--- src/rtl/hwl_pkg.sv ---
package hwl_pkg;
  typedef enum logic [2:0] {
    ST_IDLE,
    ST_PUSH_LOOP,
    ST_PUSH_CTX,
    ST_PULL_CTX,
    ST_PULL_LOOP
  } hwl_state_e;
endpackage

--- src/rtl/hwl_end_detect.sv ---
// Decides, for an idle cycle, whether the loop iterates or unstacks.
module hwl_end_detect #(
  parameter int W = 16
) (
  input  logic         idle_i,
  input  logic         flag_i,
  input  logic         exit_i,
  input  logic         fetch_valid_i,
  input  logic [W-1:0] fetch_addr_i,
  input  logic [W-1:0] loop_addr_i,
  input  logic [W-1:0] loop_cnt_i,
  output logic         iterate_o,
  output logic         unstack_o
);
  localparam logic [W-1:0] LAST_CNT = W'(1);

  logic hit;
  logic last;

  always_comb begin
    hit       = idle_i && flag_i && fetch_valid_i && (fetch_addr_i == loop_addr_i);
    last      = (loop_cnt_i == LAST_CNT);
    unstack_o = idle_i && flag_i && (exit_i || (hit && last));
    iterate_o = hit && !last && !exit_i;
  end
endmodule

--- src/rtl/hwl_ctrl.sv ---
// Sequencing FSM and loop registers.
module hwl_ctrl
  import hwl_pkg::*;
#(
  parameter int W      = 16,
  parameter int LF_BIT = 15
) (
  input  logic           clk,
  input  logic           rst_n,
  input  logic           start_i,
  input  logic [W-1:0]   start_pc_i,
  input  logic [W-1:0]   start_sr_i,
  input  logic [W-1:0]   start_la_i,
  input  logic [W-1:0]   start_cnt_i,
  input  logic           iterate_i,
  input  logic           unstack_i,
  output logic           push_valid_o,
  input  logic           push_ready_i,
  output logic [2*W-1:0] push_data_o,
  output logic           pull_valid_o,
  input  logic           pull_ready_i,
  input  logic [2*W-1:0] pull_data_i,
  output logic           loop_flag_o,
  output logic [W-1:0]   loop_addr_o,
  output logic [W-1:0]   loop_cnt_o,
  output logic           busy_o
);
  localparam int EW = 2 * W;

  hwl_state_e st;
  logic         flag;
  logic [W-1:0] la;
  logic [W-1:0] lc;
  logic [W-1:0] sv_pc;
  logic [W-1:0] sv_sr;
  logic [W-1:0] sv_la;
  logic [W-1:0] sv_cnt;

  always_ff @(posedge clk or negedge rst_n) begin
    if (!rst_n) begin
      st     <= ST_IDLE;
      flag   <= 1'b0;
      la     <= '0;
      lc     <= '0;
      sv_pc  <= '0;
      sv_sr  <= '0;
      sv_la  <= '0;
      sv_cnt <= '0;
    end else begin
      case (st)
        ST_IDLE: begin
          if (unstack_i) begin
            st <= ST_PULL_CTX;
          end else if (iterate_i) begin
            lc <= lc - 1'b1;
          end else if (start_i) begin
            sv_pc  <= start_pc_i;
            sv_sr  <= start_sr_i;
            sv_la  <= start_la_i;
            sv_cnt <= start_cnt_i;
            st     <= ST_PUSH_LOOP;
          end
        end
        ST_PUSH_LOOP: if (push_ready_i) st <= ST_PUSH_CTX;
        ST_PUSH_CTX: if (push_ready_i) begin
          la   <= sv_la;
          lc   <= sv_cnt;
          flag <= 1'b1;
          st   <= ST_IDLE;
        end
        ST_PULL_CTX: if (pull_ready_i) begin
          flag <= pull_data_i[LF_BIT];
          st   <= ST_PULL_LOOP;
        end
        ST_PULL_LOOP: if (pull_ready_i) begin
          la <= pull_data_i[EW-1:W];
          lc <= pull_data_i[W-1:0];
          st <= ST_IDLE;
        end
        default: st <= ST_IDLE;
      endcase
    end
  end

  always_comb begin
    push_valid_o = (st == ST_PUSH_LOOP) || (st == ST_PUSH_CTX);
    pull_valid_o = (st == ST_PULL_CTX) || (st == ST_PULL_LOOP);
    push_data_o  = (st == ST_PUSH_LOOP) ? {la, lc} : {sv_pc, sv_sr};
    busy_o       = (st != ST_IDLE);
    loop_flag_o  = flag;
    loop_addr_o  = la;
    loop_cnt_o   = lc;
  end
endmodule

--- src/rtl/hw_loop_seq.sv ---
module hw_loop_seq #(
  parameter int W      = 16,
  parameter int LF_BIT = 15
) (
  input  logic           clk,
  input  logic           rst_n,
  input  logic           start_i,
  input  logic [W-1:0]   start_pc_i,
  input  logic [W-1:0]   start_sr_i,
  input  logic [W-1:0]   start_la_i,
  input  logic [W-1:0]   start_cnt_i,
  input  logic           exit_i,
  input  logic           fetch_valid_i,
  input  logic [W-1:0]   fetch_addr_i,
  output logic           redirect_o,
  output logic [W-1:0]   redirect_pc_o,
  output logic           push_valid_o,
  input  logic           push_ready_i,
  output logic [2*W-1:0] push_data_o,
  output logic           pull_valid_o,
  input  logic           pull_ready_i,
  input  logic [2*W-1:0] pull_data_i,
  input  logic [W-1:0]   top_pc_i,
  output logic           loop_flag_o,
  output logic [W-1:0]   loop_addr_o,
  output logic [W-1:0]   loop_cnt_o,
  output logic           busy_o
);
  logic iterate;
  logic unstack;

  hwl_end_detect #(.W(W)) u_det (
    .idle_i        (!busy_o),
    .flag_i        (loop_flag_o),
    .exit_i        (exit_i),
    .fetch_valid_i (fetch_valid_i),
    .fetch_addr_i  (fetch_addr_i),
    .loop_addr_i   (loop_addr_o),
    .loop_cnt_i    (loop_cnt_o),
    .iterate_o     (iterate),
    .unstack_o     (unstack)
  );

  hwl_ctrl #(.W(W), .LF_BIT(LF_BIT)) u_ctrl (
    .clk          (clk),
    .rst_n        (rst_n),
    .start_i      (start_i),
    .start_pc_i   (start_pc_i),
    .start_sr_i   (start_sr_i),
    .start_la_i   (start_la_i),
    .start_cnt_i  (start_cnt_i),
    .iterate_i    (iterate),
    .unstack_i    (unstack),
    .push_valid_o (push_valid_o),
    .push_ready_i (push_ready_i),
    .push_data_o  (push_data_o),
    .pull_valid_o (pull_valid_o),
    .pull_ready_i (pull_ready_i),
    .pull_data_i  (pull_data_i),
    .loop_flag_o  (loop_flag_o),
    .loop_addr_o  (loop_addr_o),
    .loop_cnt_o   (loop_cnt_o),
    .busy_o       (busy_o)
  );

  assign redirect_o    = iterate;
  assign redirect_pc_o = top_pc_i;
endmodule

--- config.mk ---
export PLATFORM = sky130hd
export DESIGN_NAME = hw_loop_seq
export DESIGN_NICKNAME = d
export VERILOG_FILES = /design/src/rtl/hwl_pkg.sv /design/src/rtl/hwl_end_detect.sv /design/src/rtl/hwl_ctrl.sv /design/src/rtl/hw_loop_seq.sv
export SDC_FILE = /design/constraint.sdc
export NUM_CORES = 1
export LEC_CHECK = 0
export ABC_AREA = 1
export BUFFER_PORTS_ARGS = -buffer_cell sky130_fd_sc_hd__buf_2
export CAP_MARGIN = 20
export CORE_MARGIN = 5
export CORE_UTILIZATION = 40
export DETAILED_ROUTE_END_ITERATION = 7
export GPL_TIMING_DRIVEN = 0
export PLACE_DENSITY_LB_ADDON = 0.08
export REMOVE_ABC_BUFFERS = 1
export SLEW_MARGIN = 20
export SYNTH_ARGS = -nofsm -noshare
export SYNTH_HDL_FRONTEND = slang
export SYNTH_SLANG_ARGS = --single-unit
export TNS_END_PERCENT = 10
--- constraint.sdc ---
create_clock -name clk -period 3.4 [get_ports clk]
set_input_delay 0.34 -clock clk [delete_from_list [all_inputs] [get_ports clk]]
set_output_delay 0.34 -clock clk [all_outputs]
set_load 0.05 [all_outputs]
# Yosys cells after proc, flatten, opt, wreduce, memory -nomap -nowiden
# Cells that the tools add are included.
[totals] output_inout_bits=85 in_bits=135 ff_bits=100
[op_classes] n_bitwise=2 n_mux=20 reduce_logical=23 add_sub_neg=1 n_eq_ne=14
[ops] cell="$mux 16" count=6
[ops] cell="$pmux 16 s3" count=1
[ops] cell="$mux 32" count=1
[ops] cell="$pmux 16 s2" count=1
[ops] cell="$mux 3" count=7
[ops] cell="$eq 16x1->1 const B" count=1
[ops] cell="$eq 16x16->1" count=1
[ops] cell="$sub 16x1->16 const B" count=1
[ops] cell="$pmux 3 s5" count=1
[ops] cell="$ne 2x2->1 const B" count=6
[ops] cell="$logic_and 1x1->1" count=7
[ops] cell="$eq 3x2->1 const B" count=2
[ops] cell="$ne 3x2->1 const B" count=2
[ops] cell="$reduce_and 3->1" count=2
[ops] cell="$reduce_and 6->1" count=1
[ops] cell="$reduce_bool 3->1" count=2
[ops] cell="$reduce_and 5->1" count=1
[ops] cell="$reduce_and 4->1" count=1
[ops] cell="$reduce_bool 2->1" count=2
[ops] cell="$eq 3x1->1 const B" count=1
[ops] cell="$eq 3x3->1 const B" count=1
[ops] cell="$logic_not 1->1" count=3
[ops] cell="$logic_not 3->1" count=1
[ops] cell="$logic_or 1x1->1" count=3
[ops] cell="3 further kinds" count=5

# Logic depth before layout (Yosys ltp)
# Gate-level depths: netlist (run 1).
[depth] word_depth=10 mapped_depth=13

# Modules after synthesis
# From an unflattened synthesis (run 1), not the netlist that was laid out.
[hier_totals] hier_cells=806 hier_area_um2=5713.0
[modules_own_cells] module="hwl_ctrl" instances=1 cells_per_inst=694 seq_area_each_um2=2502.4 area_per_inst_um2=5188.7
[modules_own_cells] module="hwl_end_detect" instances=1 cells_per_inst=95 seq_area_each_um2=0.0 area_per_inst_um2=400.4
[modules_own_cells] module="hw_loop_seq" instances=1 cells_per_inst=17 seq_area_each_um2=0.0 area_per_inst_um2=123.9

# Worst setup path before layout (run 1)
# No wires, ideal clock.
[synth_timing] path_type="flip-flop to output port" from="register u_ctrl.st[0]" to="output port push_data_o[0]" t_arrival_ps=2246 path_stages_with_launch=7 path_slack_ps=814 path_cell_list="dfrtp_1 -> inv_1 -> nor3_1 -> inv_1 -> clkbuf_1 -> clkbuf_1 -> o21ai_0"
[synth_via] elab_chain_len=2
[synth_rtl] element="start: declaration" line_no="hwl_ctrl.sv:30" text="hwl_state_e st;"
[synth_rtl] element="start signal: assignment" line_no="hwl_ctrl.sv:41" text="st <= ST_IDLE;"
[synth_rtl] element="start signal: assignment" line_no="hwl_ctrl.sv:53" text="st <= ST_PULL_CTX;"
[synth_rtl] element="start signal: assignment" line_no="hwl_ctrl.sv:61" text="st <= ST_PUSH_LOOP;"
[synth_rtl] element="$eq 3x1->1" line_no="hwl_ctrl.sv:88" text="push_data_o = (st == ST_PUSH_LOOP) ? {la, lc} : {sv_pc, sv_sr};"
[synth_rtl] element="$mux 32" line_no="hwl_ctrl.sv:88"
[synth_rtl] element="end: declaration" line_no="hw_loop_seq.sv:19" text="output logic [2*W-1:0] push_data_o,"
# No other way between the ends.

# Worst setup path in the final report (run 1)
[layout_timing] from="register u_ctrl.st[0]" to="register u_ctrl.la[7], in the netlist u_ctrl.loop_addr_o[7]"
[layout_via] elab_chain_len=3
[layout_rtl] element="$eq 3x3->1 or $eq 3x2->1 (tied branches)" line_no="hwl_ctrl.sv:50" text="case (st)"
[layout_rtl] element="$ne 2x2->1 (no line) or $reduce_bool 2->1 (tied branches)"
[layout_rtl] element="$reduce_and 3->1 (no line)"
[layout_rtl] element="end signal: assignment" line_no="hwl_ctrl.sv:66" text="la <= sv_la;"
[layout_rtl] element="end signal: assignment" line_no="hwl_ctrl.sv:76" text="la <= pull_data_i[EW-1:W];"
[layout_rtl] element="end: declaration" line_no="hwl_ctrl.sv:32" text="logic [W-1:0] la;"
# Several ways; a longest one is shown, not always the timed one.
# A chain may end at the register's enable or synchronous reset.

==> impl_metrics.py, run 1 <==
metrics = {
    "global_route": {
        "track_usage": 0.2105,
        "grt_pass1_vias": 5628,
        "antenna_found_initial": 1,
        "overflow": 0,
        "grt_pass1_wl_mm": 29.73,
        "grt_start_max_net_pins": 68,
    },
    "drt": {
        "drt_iter0_drc": 409,
        "routed_wl_mm": 19.10,
        "drc_errors": 0,
        "dr.pass1.iters": 5,
        "viasPerCell": 5.073,
        "via_count": 5763,
        "wire_per_inst_um": 16.82,
        "final_antenna_net_count": 0,
    },
    "cells_and_area": {
        "area_delta_synth_final_pct": 21.06,
        "final_cell_mix": "nand2_1 (261), buf_2 (186), dfrtp_1 (100), nand4_1 (73), inv_1 (72)",
        "fin_area_um2": 7213,
        "final_common_cell": "nand2_1",
        "diodes": 0,
        "final_nets": 1085,
        "nFillCells": 1527,
        "drive_gt1_frac": 0.2605,
        "fin_util": 0.4944,
        "layoutNonFillerInstCount": 1136,
    },
    "logic_synthesis": {
        "ys_seq_area_frac": 0.4200,
        "ys_types": 33,
        "synthCells": 801,
        "yosysWarnings": 0,
        "synth_area_um2": 5958,
        "ys_ff_latch": 100,
        "avgSynthCellArea_um2": 7.438,
    },
    "placement": {
        "pre_cts_slack_ns": 0.2384,
        "placed_area_um2": 6897,
        "port_buffers": 187,
        "dpl.cell_count": 1119,
        "place_congestion": 0.7939,
        "hpwlAfterDp_mm": 13.38,
    },
    "worst_setup_path": {
        "crit_path_start_kind": "flip-flop",
        "path_class": "reg2reg",
        "critPathMaxFanout": 32,
        "arrival_ns": 3.12,
        "cpMaxStageDelayCell": "nor3_4",
        "path_cells": "nor3_4 -> inv_2 -> nand2_2 -> inv_2 -> nor2_4 -> o211ai_1 -> o21ai_1",
        "cpPeakStageDelay_ns": 0.78,
        "cp_common_cell": "inv_2",
        "cp-end-kind": "flip-flop",
        "worstPathRequired_ns": 3.68,
    },
    "floorplanning": {
        "fp.dieW_um": 132.0,
        "num_rows": 44,
        "core_um2": 14590,
        "start_util": 0.4084,
        "die-area_um2": 17440,
        "die_y_um": 132.0,
        "io_pins": 220,
    },
    "timing": {
        "max_freq_mhz": 351.6,
        "rsz0062_at_grt": "no",
        "worstMarginPinSlew_ns": 0.9050,
        "final.setup_skew_ns": 0.01262,
        "setup_tns_ns": 0,
        "setup_viol_count_final": 0,
        "min_period_ns": 2.844,
        "fin_crit_sh": 0.8365,
        "hold_viol": 0,
        "final_max_slew_viol_count": 0,
        "setup_slack_ns": 0.5561,
        "slew_headroom": 0.3947,
    },
    "power": {
        "powerDensity_nw_per_um2": 1129,
        "p_int_w": 0.003631,
        "switching_power_w": 0.004509,
        "combPwrFrac": 0.614,
        "clockPowerShare": 0.127,
        "leakagePower_nw": 3.917,
        "switching_share": 0.5539,
        "ir_drop_mv": 0.4408,
        "seqPwrFrac": 0.259,
    },
    "hold_path": {
        "hp-class": "in2reg",
    },
    "outcome": {
        "status": "finished clean",
    },
    "flow_run": {
        "maxCapViolCount": 0,
    },
    "cts": {
        "max-clock-path-buffers": 2,
        "clkSinkCount": 100,
        "post_cts_buffers": 0,
        "clkLatencyLatePin_ns": 0.35,
        "htreeDepth": 3,
        "cts_made_buffers": 9,
        "clk_pin_slew_ns": 0.07,
        "cts_tree": "yes",
        "cts_root_buf": "clkbuf_16",
    },
}
worst paths after layout:
path / start / endpoint / slack, ns / cells after the start
worst min register to register: u_ctrl.sv_la[14]$_DFFE_PN0P_ / u_ctrl.sv_la[14]$_DFFE_PN0P_ / 0.47 / 2
max in group asynchronous: rst_n / u_ctrl.loop_cnt_o[13]$_DFFE_PN0P_ / 2.29 / 3
worst min-delay path: start_la_i[12] / u_ctrl.sv_la[12]$_DFFE_PN0P_ / 0.23 / 3
worst max-delay path: u_ctrl.st[0]$_DFFE_PN0P_ / u_ctrl.loop_addr_o[7]$_DFFE_PN0P_ / 0.56 / 7
min in group asynchronous: rst_n / u_ctrl.loop_addr_o[2]$_DFFE_PN0P_ / 0.46 / 2
worst max register to register: u_ctrl.st[0]$_DFFE_PN0P_ / u_ctrl.loop_addr_o[7]$_DFFE_PN0P_ / 0.56 / 7
cell type report:
cell class                 instances  area [um^2]  area share
timing repair buffer             197         1111      0.1540
clock buffer                       9        225.2     0.03122
multi-input combinational        564         2795      0.3875
inverter                          76        285.3     0.03955
tap                              184        230.2     0.03192
sequential                       100         2502      0.3469
clock inverter                     6        63.81    0.008846
layer usage:
metal  share of wire  vias up  wire [um]  GRT usage
li1                -     2934          -          -
met1            0.49     2644       9338     0.2960
met3           0.064       17       1218    0.04962
met2            0.43      166       8281     0.3265
met4           0.013        2        249    0.05657
met5         0.00068        -         13          0
synth_stat cells:
cell / count / share of area
buf_1: 6 / 0.0038
clkbuf_1: 12 / 0.0076
dfrtp_1: 100 / 0.42
nand3_1: 26 / 0.022
nand2_1: 261 / 0.16
a221oi_1: 4 / 0.0059
nor2_1: 35 / 0.022
nor3_1: 7 / 0.0059
nand3_4: 1 / 0.0029
nor3_4: 1 / 0.0027
ha_1: 2 / 0.0042
a22o_1: 9 / 0.013
nand4_1: 73 / 0.077
buf_4: 17 / 0.021
nor2_2: 1 / 0.0011
xor2_1: 6 / 0.0088
nor2_4: 3 / 0.0057
and3_1: 1 / 0.0011
nand3_2: 2 / 0.0034
a21oi_1: 14 / 0.012
o21ai_1: 26 / 0.022
o211ai_1: 16 / 0.020
or2_2: 18 / 0.019
a31oi_1: 1 / 0.0011
buf_6: 12 / 0.023
inv_2: 3 / 0.0019
inv_1: 73 / 0.046
o21ai_0: 46 / 0.039
nand2_2: 5 / 0.0052
buf_2: 15 / 0.013
o21bai_1: 1 / 0.0013
xnor2_1: 3 / 0.0044
nor4_1: 1 / 0.0011
worst max-delay path, delay by kind of cell (launching register included):
kind                   cells  cell delay [ns]
AND/OR/NAND/NOR            3             1.65
flip-flops                 1             0.44
AO/OA/AOI/OAI              2             0.35
buffers and inverters      2             0.33
kinds of logic (layout without fill, tap and decap cells):
group                      count (synthesis)  count (layout)  share of synthesized area
adders and majority gates                  2               2                   0.004199
DFF                                      100             100                     0.4200
and+or+nand+nor                          435             436                     0.3328
xor gates and xnor gates                   9               9                    0.01323
buffers and inverters                    138             288                     0.1159
AOI/OAI and AO/OA                        117             117                     0.1138
per-stage QoR:
step,power (W),hold WS (ns)
2_1_floorplan,0.005744,0.04441
3_3_place_gp,0.007013,0.4478
3_5_place_dp,0.007134,0.2708
4_1_cts,0.008183,0.2214
5_1_grt,0.008742,0.2217
6_report,0.008140,0.2275
power by group through the flow:
stage	clock (W)	sequential, W	combinational, W
floorplan	0	0.00260	0.00315
global placement	0	0.00211	0.00491
detailed placement	0	0.00212	0.00502
CTS	0.00105	0.00210	0.00503
global route	0.00110	0.00218	0.00547
finish	0.00103	0.00210	0.00500
timing repair:
item | in CTS | in global routing
gates resized for setup | 0 | 1
hold buffers | 1 | 0
setup endpoints to repair | 0 | 54
endpoints found under the hold margin | 36 | 0
state kept, by name, indices dropped and copies added, names as in the netlist:
signal	count
u_ctrl.sv_pc	16
u_ctrl.loop_flag_o	1
u_ctrl.sv_cnt	16
u_ctrl.loop_cnt_o	16
u_ctrl.sv_la	16
u_ctrl.sv_sr	16
u_ctrl.st	3
u_ctrl.loop_addr_o	16
(Power assumes the default switching activity.)
==> inputs of run 2 (changes only) <==
Clock period 3.4 ns to 2.5 ns, I/O delays scaled along.
==> run 2 against run 1 <==
  * Count of clock-buffer cells in the layout is the same
  * Hold slack lost 0.089 ns
  * Combinational power grew 43%
  * Cell count grew 1.3%
  * Critical path type unchanged
  * Largest cell class unchanged
  * Die area is the same
  * Sequential power grew 37%
  * Non-clock buffer count grew 11
  * Wire length grew 6.4%
  * Global-route usage grew 1.3 points
  * Critical path depth grew 1
  * Largest power group unchanged
  * Power grew 41%
==> impl_metrics.py, run 2 (synthesis gave the netlist of run 1 again) <==
metrics = {
    "outcome": {
        "status": "finished clean",
    },
    "global_route": {
        "grt_start_max_net_pins": 71,
        "grt_pass1_vias": 5781,
        "track_usage": 0.2236,
        "grt_pass1_wl_mm": 31.19,
        "overflow": 0,
        "antenna_found_initial": 1,
    },
    "floorplanning": {
        "io_pins": 220,
        "die-area_um2": 17440,
        "die_y_um": 132.0,
        "num_rows": 44,
        "fp.dieW_um": 132.0,
        "start_util": 0.4084,
        "core_um2": 14590,
    },
    "worst_setup_path": {
        "ff2ff_path_depth": 8,
        "cp_top_family": "simple AND/OR/NAND/NOR gates",
        "cp-end-kind": "flip-flop",
        "worstPathRequired_ns": 2.78,
        "path_cells": "nor2_4 -> nand2_2 -> inv_6 -> nand2_1 -> nand2_2 -> nor2_4 -> o211ai_1 -> o21ai_1",
        "path_buf_inv": 1,
        "arrival_ns": 2.62,
        "cpPeakStageDelay_ns": 0.46,
        "rr_endpoint": "u_ctrl.loop_addr_o[7]$_DFFE_PN0P_",
        "cpMaxStageDelayCell": "dfrtp_1",
        "crit_path_start_kind": "flip-flop",
        "r2r_slack_ns": 0.16,
        "critPathMaxFanout": 33,
        "r2r_start": "u_ctrl.st[0]$_DFFE_PN0P_",
        "path_depth": 8,
        "path_class": "reg2reg",
    },
    "drt": {
        "drc_errors": 0,
        "via_count": 5891,
        "dr.pass1.iters": 5,
        "wire_per_inst_um": 17.66,
        "routed_wl_mm": 20.32,
        "final_antenna_net_count": 0,
        "drt_iter0_drc": 392,
        "viasPerCell": 5.118,
    },
    "cells_and_area": {
        "drive_gt1_frac": 0.2751,
        "area_delta_synth_final_pct": 25.03,
        "final_common_cell": "nand2_1",
        "fin_util": 0.5106,
        "diodes": 0,
        "final_cell_mix": "nand2_1 (261), buf_2 (186), dfrtp_1 (100), nand4_1 (73), inv_1 (72)",
        "final_nets": 1100,
    },
    "timing": {
        "rsz0062_at_grt": "no",
        "max_freq_mhz": 427.1,
        "setup_slack_ns": 0.1588,
        "final_max_slew_viol_count": 0,
        "hold_slack_ns": 0.1381,
        "final.setup_skew_ns": 0.01118,
        "setup_viol_count_final": 0,
        "worstMarginPinSlew_ns": 0.6445,
        "setup_tns_ns": 0,
        "min_period_ns": 2.341,
        "hold_viol": 0,
        "fin_crit_sh": 0.9365,
        "slew_headroom": 0.5693,
    },
    "hold_path": {
        "hold_start": "start_la_i[12]",
        "hp-class": "in2reg",
        "hold_path_end": "u_ctrl.sv_la[12]$_DFFE_PN0P_",
        "whs_path_depth": 3,
    },
    "cts": {
        "max-clock-path-buffers": 2,
        "cts_tree": "yes",
        "clkSinkCount": 100,
        "cts_root_buf": "clkbuf_16",
        "clk_pin_slew_ns": 0.07,
        "clkLatencyLatePin_ns": 0.35,
        "htreeDepth": 3,
        "cts_made_buffers": 9,
    },
    "power": {
        "ir_drop_mv": 0.6318,
        "powerDensity_nw_per_um2": 1536,
        "power_w": 0.01144,
        "leakagePower_nw": 4.013,
    },
    "placement": {
        "port_buffers": 187,
        "place_congestion": 0.7939,
        "pre_cts_slack_ns": -0.6616,
        "hpwlAfterDp_mm": 13.38,
    },
    "flow_run": {
        "maxCapViolCount": 0,
    },
}
==> run 2: where the power goes <==
| group | switching [W] | internal, W |
|---|---|---|
| clock network | 0.000631 | 0.000771 |
| logic | 0.00519 | 0.00199 |
| registers | 0.000502 | 0.00237 |
| total | 0.00632 | 0.00513 |
==> run 2: area by class of cell <==
type / instances / area (um^2)
Clock buffer: 9 / 225.2
Sequential cell: 100 / 2502
Fill cell: 1514 / 7139
Tap cell: 184 / 230.2
Multi-Input combinational cell: 568 / 2879
Inverter: 76 / 292.8
Timing Repair Buffer: 208 / 1256
Clock inverter: 6 / 63.81
==> run 2: metal layers <==
| layer | up-vias | global-route usage | share of wire |
|---|---|---|---|
| li1 | 2969 | - | - |
| met1 | 2733 | 0.3139 | 0.49 |
| met2 | 170 | 0.3506 | 0.44 |
| met3 | 17 | 0.04885 | 0.060 |
| met4 | 2 | 0.05943 | 0.013 |
| met5 | - | 0 | 0.00064 |
==> run 2: repair_timing <==
item,CTS,global route
resized for setup,8,5
hold buffers,1,0
cloned,4,1
pin swaps,5,4
setup endpoints to repair,96,91
endpoints found under the hold margin,36,0
setup buffers,5,6
==> run 2: worst max path at each step <==
stage / startpoint / endpoint / slack, ns
floorplan: u_ctrl.st[0]$_DFFE_PN0P_ / u_ctrl.sv_cnt[0]$_DFFE_PN0P_ / -1.56
finish: u_ctrl.st[0]$_DFFE_PN0P_ / u_ctrl.loop_addr_o[7]$_DFFE_PN0P_ / 0.16
global route: u_ctrl.loop_cnt_o[7]$_DFFE_PN0P_ / u_ctrl.sv_pc[9]$_DFFE_PN0P_ / 0.02
CTS: u_ctrl.loop_cnt_o[5]$_DFFE_PN0P_ / u_ctrl.sv_pc[11]$_DFFE_PN0P_ / 0.06
detailed placement: u_ctrl.loop_cnt_o[1]$_DFFE_PN0P_ / u_ctrl.sv_pc[9]$_DFFE_PN0P_ / -0.66
global placement: u_ctrl.st[0]$_DFFE_PN0P_ / u_ctrl.sv_cnt[3]$_DFFE_PN0P_ / -3.86
==> run 2: worst register-to-register path, stage by stage, from the launching register on <==
cell and delay (ns):
dfrtp_1 0.46, nor2_4 0.07, nand2_2 0.43, inv_6 0.24, nand2_1 0.19, nand2_2 0.14, nor2_4 0.46, o211ai_1 0.19
o21ai_1 0.11
==> run 2: metrics by stage <==
stage                     area, um^2  cells
after detailed placement        6897   1119
after CTS                       7343   1144
final                           7450   1151
after global placement          6719   1110
after floorplan                 5553    739
after global routing            7450   1151
==> inputs of run 3 (changes only) <==
==> constraint.sdc (replaced) <==
create_clock -name clk -period 2.5 [get_ports clk]
set_input_delay 0.125 -clock clk [delete_from_list [all_inputs] [get_ports clk]]
set_output_delay 0.125 -clock clk [all_outputs]
set_load 0.05 [all_outputs]
==> run 3 against run 2 <==
  * Worst setup slack worse by 0.0044 ns
  * Clock power is essentially flat
  * Power is 0.12% lower
  * Critical path type unchanged
  * Hold slack lost 0.12 ns
  * Largest cell class unchanged
  * Cell count is the same
  * Utilization down 0.051 points
  * Via count up 0.42%
  * Largest power group unchanged
  * Global-route usage is the same
  * Highest routed layer unchanged
  * Register-to-register slack hardly changed
==> impl_metrics.py, run 3 (synthesis gave the netlist of run 1 again) <==
metrics = {
    "cts": {
        "cts_tree": "yes",
        "cts_made_buffers": 9,
        "clkSinkCount": 100,
        "max-clock-path-buffers": 2,
        "htreeDepth": 3,
        "clkLatencyLatePin_ns": 0.35,
        "cts_root_buf": "clkbuf_16",
        "clk_pin_slew_ns": 0.07,
    },
    "timing": {
        "slew_headroom": 0.5683,
        "setup_viol_count_final": 0,
        "final_max_slew_viol_count": 0,
        "final.setup_skew_ns": 0.01123,
        "rsz0062_at_grt": "no",
        "worstMarginPinSlew_ns": 0.6461,
        "hold_viol": 0,
        "fin_crit_sh": 0.9383,
        "min_period_ns": 2.346,
        "max_freq_mhz": 426.3,
        "setup_slack_ns": 0.1543,
    },
    "worst_setup_path": {
        "rr_endpoint": "u_ctrl.loop_addr_o[9]$_DFFE_PN0P_",
        "r2r_start": "u_ctrl.st[0]$_DFFE_PN0P_",
        "cpPeakStageDelay_ns": 0.46,
        "worstPathRequired_ns": 2.78,
        "path_class": "reg2reg",
        "r2r_slack_ns": 0.15,
        "path_buf_inv": 1,
        "arrival_ns": 2.63,
        "critPathMaxFanout": 33,
        "cpMaxStageDelayCell": "dfrtp_1",
        "path_cells": "nor2_4 -> nand2_2 -> inv_6 -> nand2_1 -> nand2_2 -> nor2_4 -> o211ai_1 -> o21ai_1",
        "crit_path_start_kind": "flip-flop",
        "ff2ff_path_depth": 8,
        "cp_top_family": "simple AND/OR/NAND/NOR gates",
        "cp-end-kind": "flip-flop",
    },
    "drt": {
        "routed_wl_mm": 20.31,
        "dr.pass1.iters": 5,
        "wire_per_inst_um": 17.64,
        "via_count": 5916,
        "viasPerCell": 5.140,
        "final_antenna_net_count": 0,
        "drt_iter0_drc": 403,
        "drc_errors": 0,
    },
    "global_route": {
        "grt_pass1_wl_mm": 31.19,
        "grt_start_max_net_pins": 71,
        "overflow": 0,
        "met2_usage": 0.3506,
        "antenna_found_initial": 1,
        "grt_most_used_layer": "met2",
        "met1_usage": 0.3139,
        "track_usage": 0.2236,
        "grt_pass1_vias": 5781,
        "met3_usage": 0.04885,
    },
    "placement": {
        "port_buffers": 187,
        "place_congestion": 0.7939,
        "dpl.cell_count": 1119,
        "placed_area_um2": 6897,
        "pre_cts_slack_ns": -0.6616,
        "hpwlAfterDp_mm": 13.38,
    },
    "cells_and_area": {
        "final_nets": 1100,
        "drive_gt1_frac": 0.2740,
        "fin_util": 0.5101,
        "final_common_cell": "nand2_1",
        "layoutNonFillerInstCount": 1151,
        "fin_area_um2": 7442,
        "area_delta_synth_final_pct": 24.91,
        "nFillCells": 1515,
        "diodes": 0,
        "final_cell_mix": "nand2_1 (261), buf_2 (186), dfrtp_1 (100), nand4_1 (73), inv_1 (72)",
    },
    "power": {
        "clockPowerShare": 0.122,
        "switching_share": 0.5520,
        "ir_drop_mv": 0.6314,
        "seqPwrFrac": 0.251,
        "leakagePower_nw": 4.010,
        "switching_power_w": 0.006309,
        "p_int_w": 0.005121,
        "powerDensity_nw_per_um2": 1536,
        "combPwrFrac": 0.627,
    },
    "hold_path": {
        "hp-class": "in2reg",
        "hold_path_end": "u_ctrl.sv_la[12]$_DFFE_PN0P_",
        "hold_start": "start_la_i[12]",
        "whs_path_depth": 3,
    },
    "floorplanning": {
        "io_pins": 220,
        "die-area_um2": 17440,
        "num_rows": 44,
        "core_um2": 14590,
        "die_y_um": 132.0,
        "fp.dieW_um": 132.0,
        "start_util": 0.4084,
    },
    "flow_run": {
        "maxCapViolCount": 0,
    },
    "outcome": {
        "status": "finished clean",
    },
}
[run 3: changes by cell type in the layout (fill, tap and decap cells not counted)]
cell	change
inv_2	+1
inv_4	-1
nor3_2	-1
nor3_1	+1
[run 3: worst max path at each step]
stage / from / slack (ns) / cells past startpoint / to
final: u_ctrl.st[0]$_DFFE_PN0P_ / 0.15 / 8 / u_ctrl.loop_addr_o[9]$_DFFE_PN0P_
after global placement: u_ctrl.st[0]$_DFFE_PN0P_ / -3.86 / 6 / u_ctrl.sv_cnt[3]$_DFFE_PN0P_
after detailed placement: u_ctrl.loop_cnt_o[1]$_DFFE_PN0P_ / -0.66 / 10 / u_ctrl.sv_pc[9]$_DFFE_PN0P_
after floorplan: u_ctrl.st[0]$_DFFE_PN0P_ / -1.56 / 6 / u_ctrl.sv_cnt[0]$_DFFE_PN0P_
after global routing: u_ctrl.loop_cnt_o[7]$_DFFE_PN0P_ / 0.02 / 10 / u_ctrl.sv_pc[9]$_DFFE_PN0P_
after CTS: u_ctrl.loop_cnt_o[5]$_DFFE_PN0P_ / 0.06 / 9 / u_ctrl.sv_pc[11]$_DFFE_PN0P_
[run 3: tightest hold or removal path, delay by kind of cell]
kind | cells | cell delay, ns
buffers and inverters | 1 | 0.07
AND/OR/NAND/NOR | 2 | 0.13
[run 3: stage by stage]
step / hold WS, ns / TNS (ns) / power (W)
finish: 0.01311 / 0 / 0.01143
global route: 0.006674 / 0 / 0.01224
CTS: 0.006352 / 0 / 0.01137
detailed placement: 0.05584 / -49.63 / 0.009702
global placement: 0.2504 / -260.60 / 0.009537
floorplan: -0.1706 / -103.47 / 0.007812
[run 3: power by group through the flow]
stage          clock network, W  logic, W  registers [W]
2_1_floorplan                 0   0.00428        0.00353
3_3_place_gp                  0   0.00667        0.00287
3_5_place_dp                  0   0.00683        0.00288
4_1_cts                 0.00143   0.00709        0.00286
5_1_grt                 0.00149   0.00779        0.00296
6_report                0.00140   0.00716        0.00287
[run 3: timing repair]
action	CTS	global route
pin swaps	5	4
gates resized for setup	8	2
endpoints found under the setup margin	96	73
endpoints found under the hold margin	36	0
cloned	4	1
hold buffers	1	0
buffers inserted	5	6
[run 3: layer usage]
layer / vias up / wire length [um]
li1: 2972 / -
met1: 2744 / 9797
met2: 179 / 8960
met3: 19 / 1266
met4: 2 / 268
met5: - / 13
[run 3: final cells by class]
type,instances,area [um^2],area share
multi-input cells,568,2874,0.3862
clock inverters,6,63.81,0.008574
inverters,76,290.3,0.03900
well taps,184,230.2,0.03093
flip-flops and latches,100,2502,0.3362
clock buffers,9,225.2,0.03026
repair buffers,208,1256,0.1688
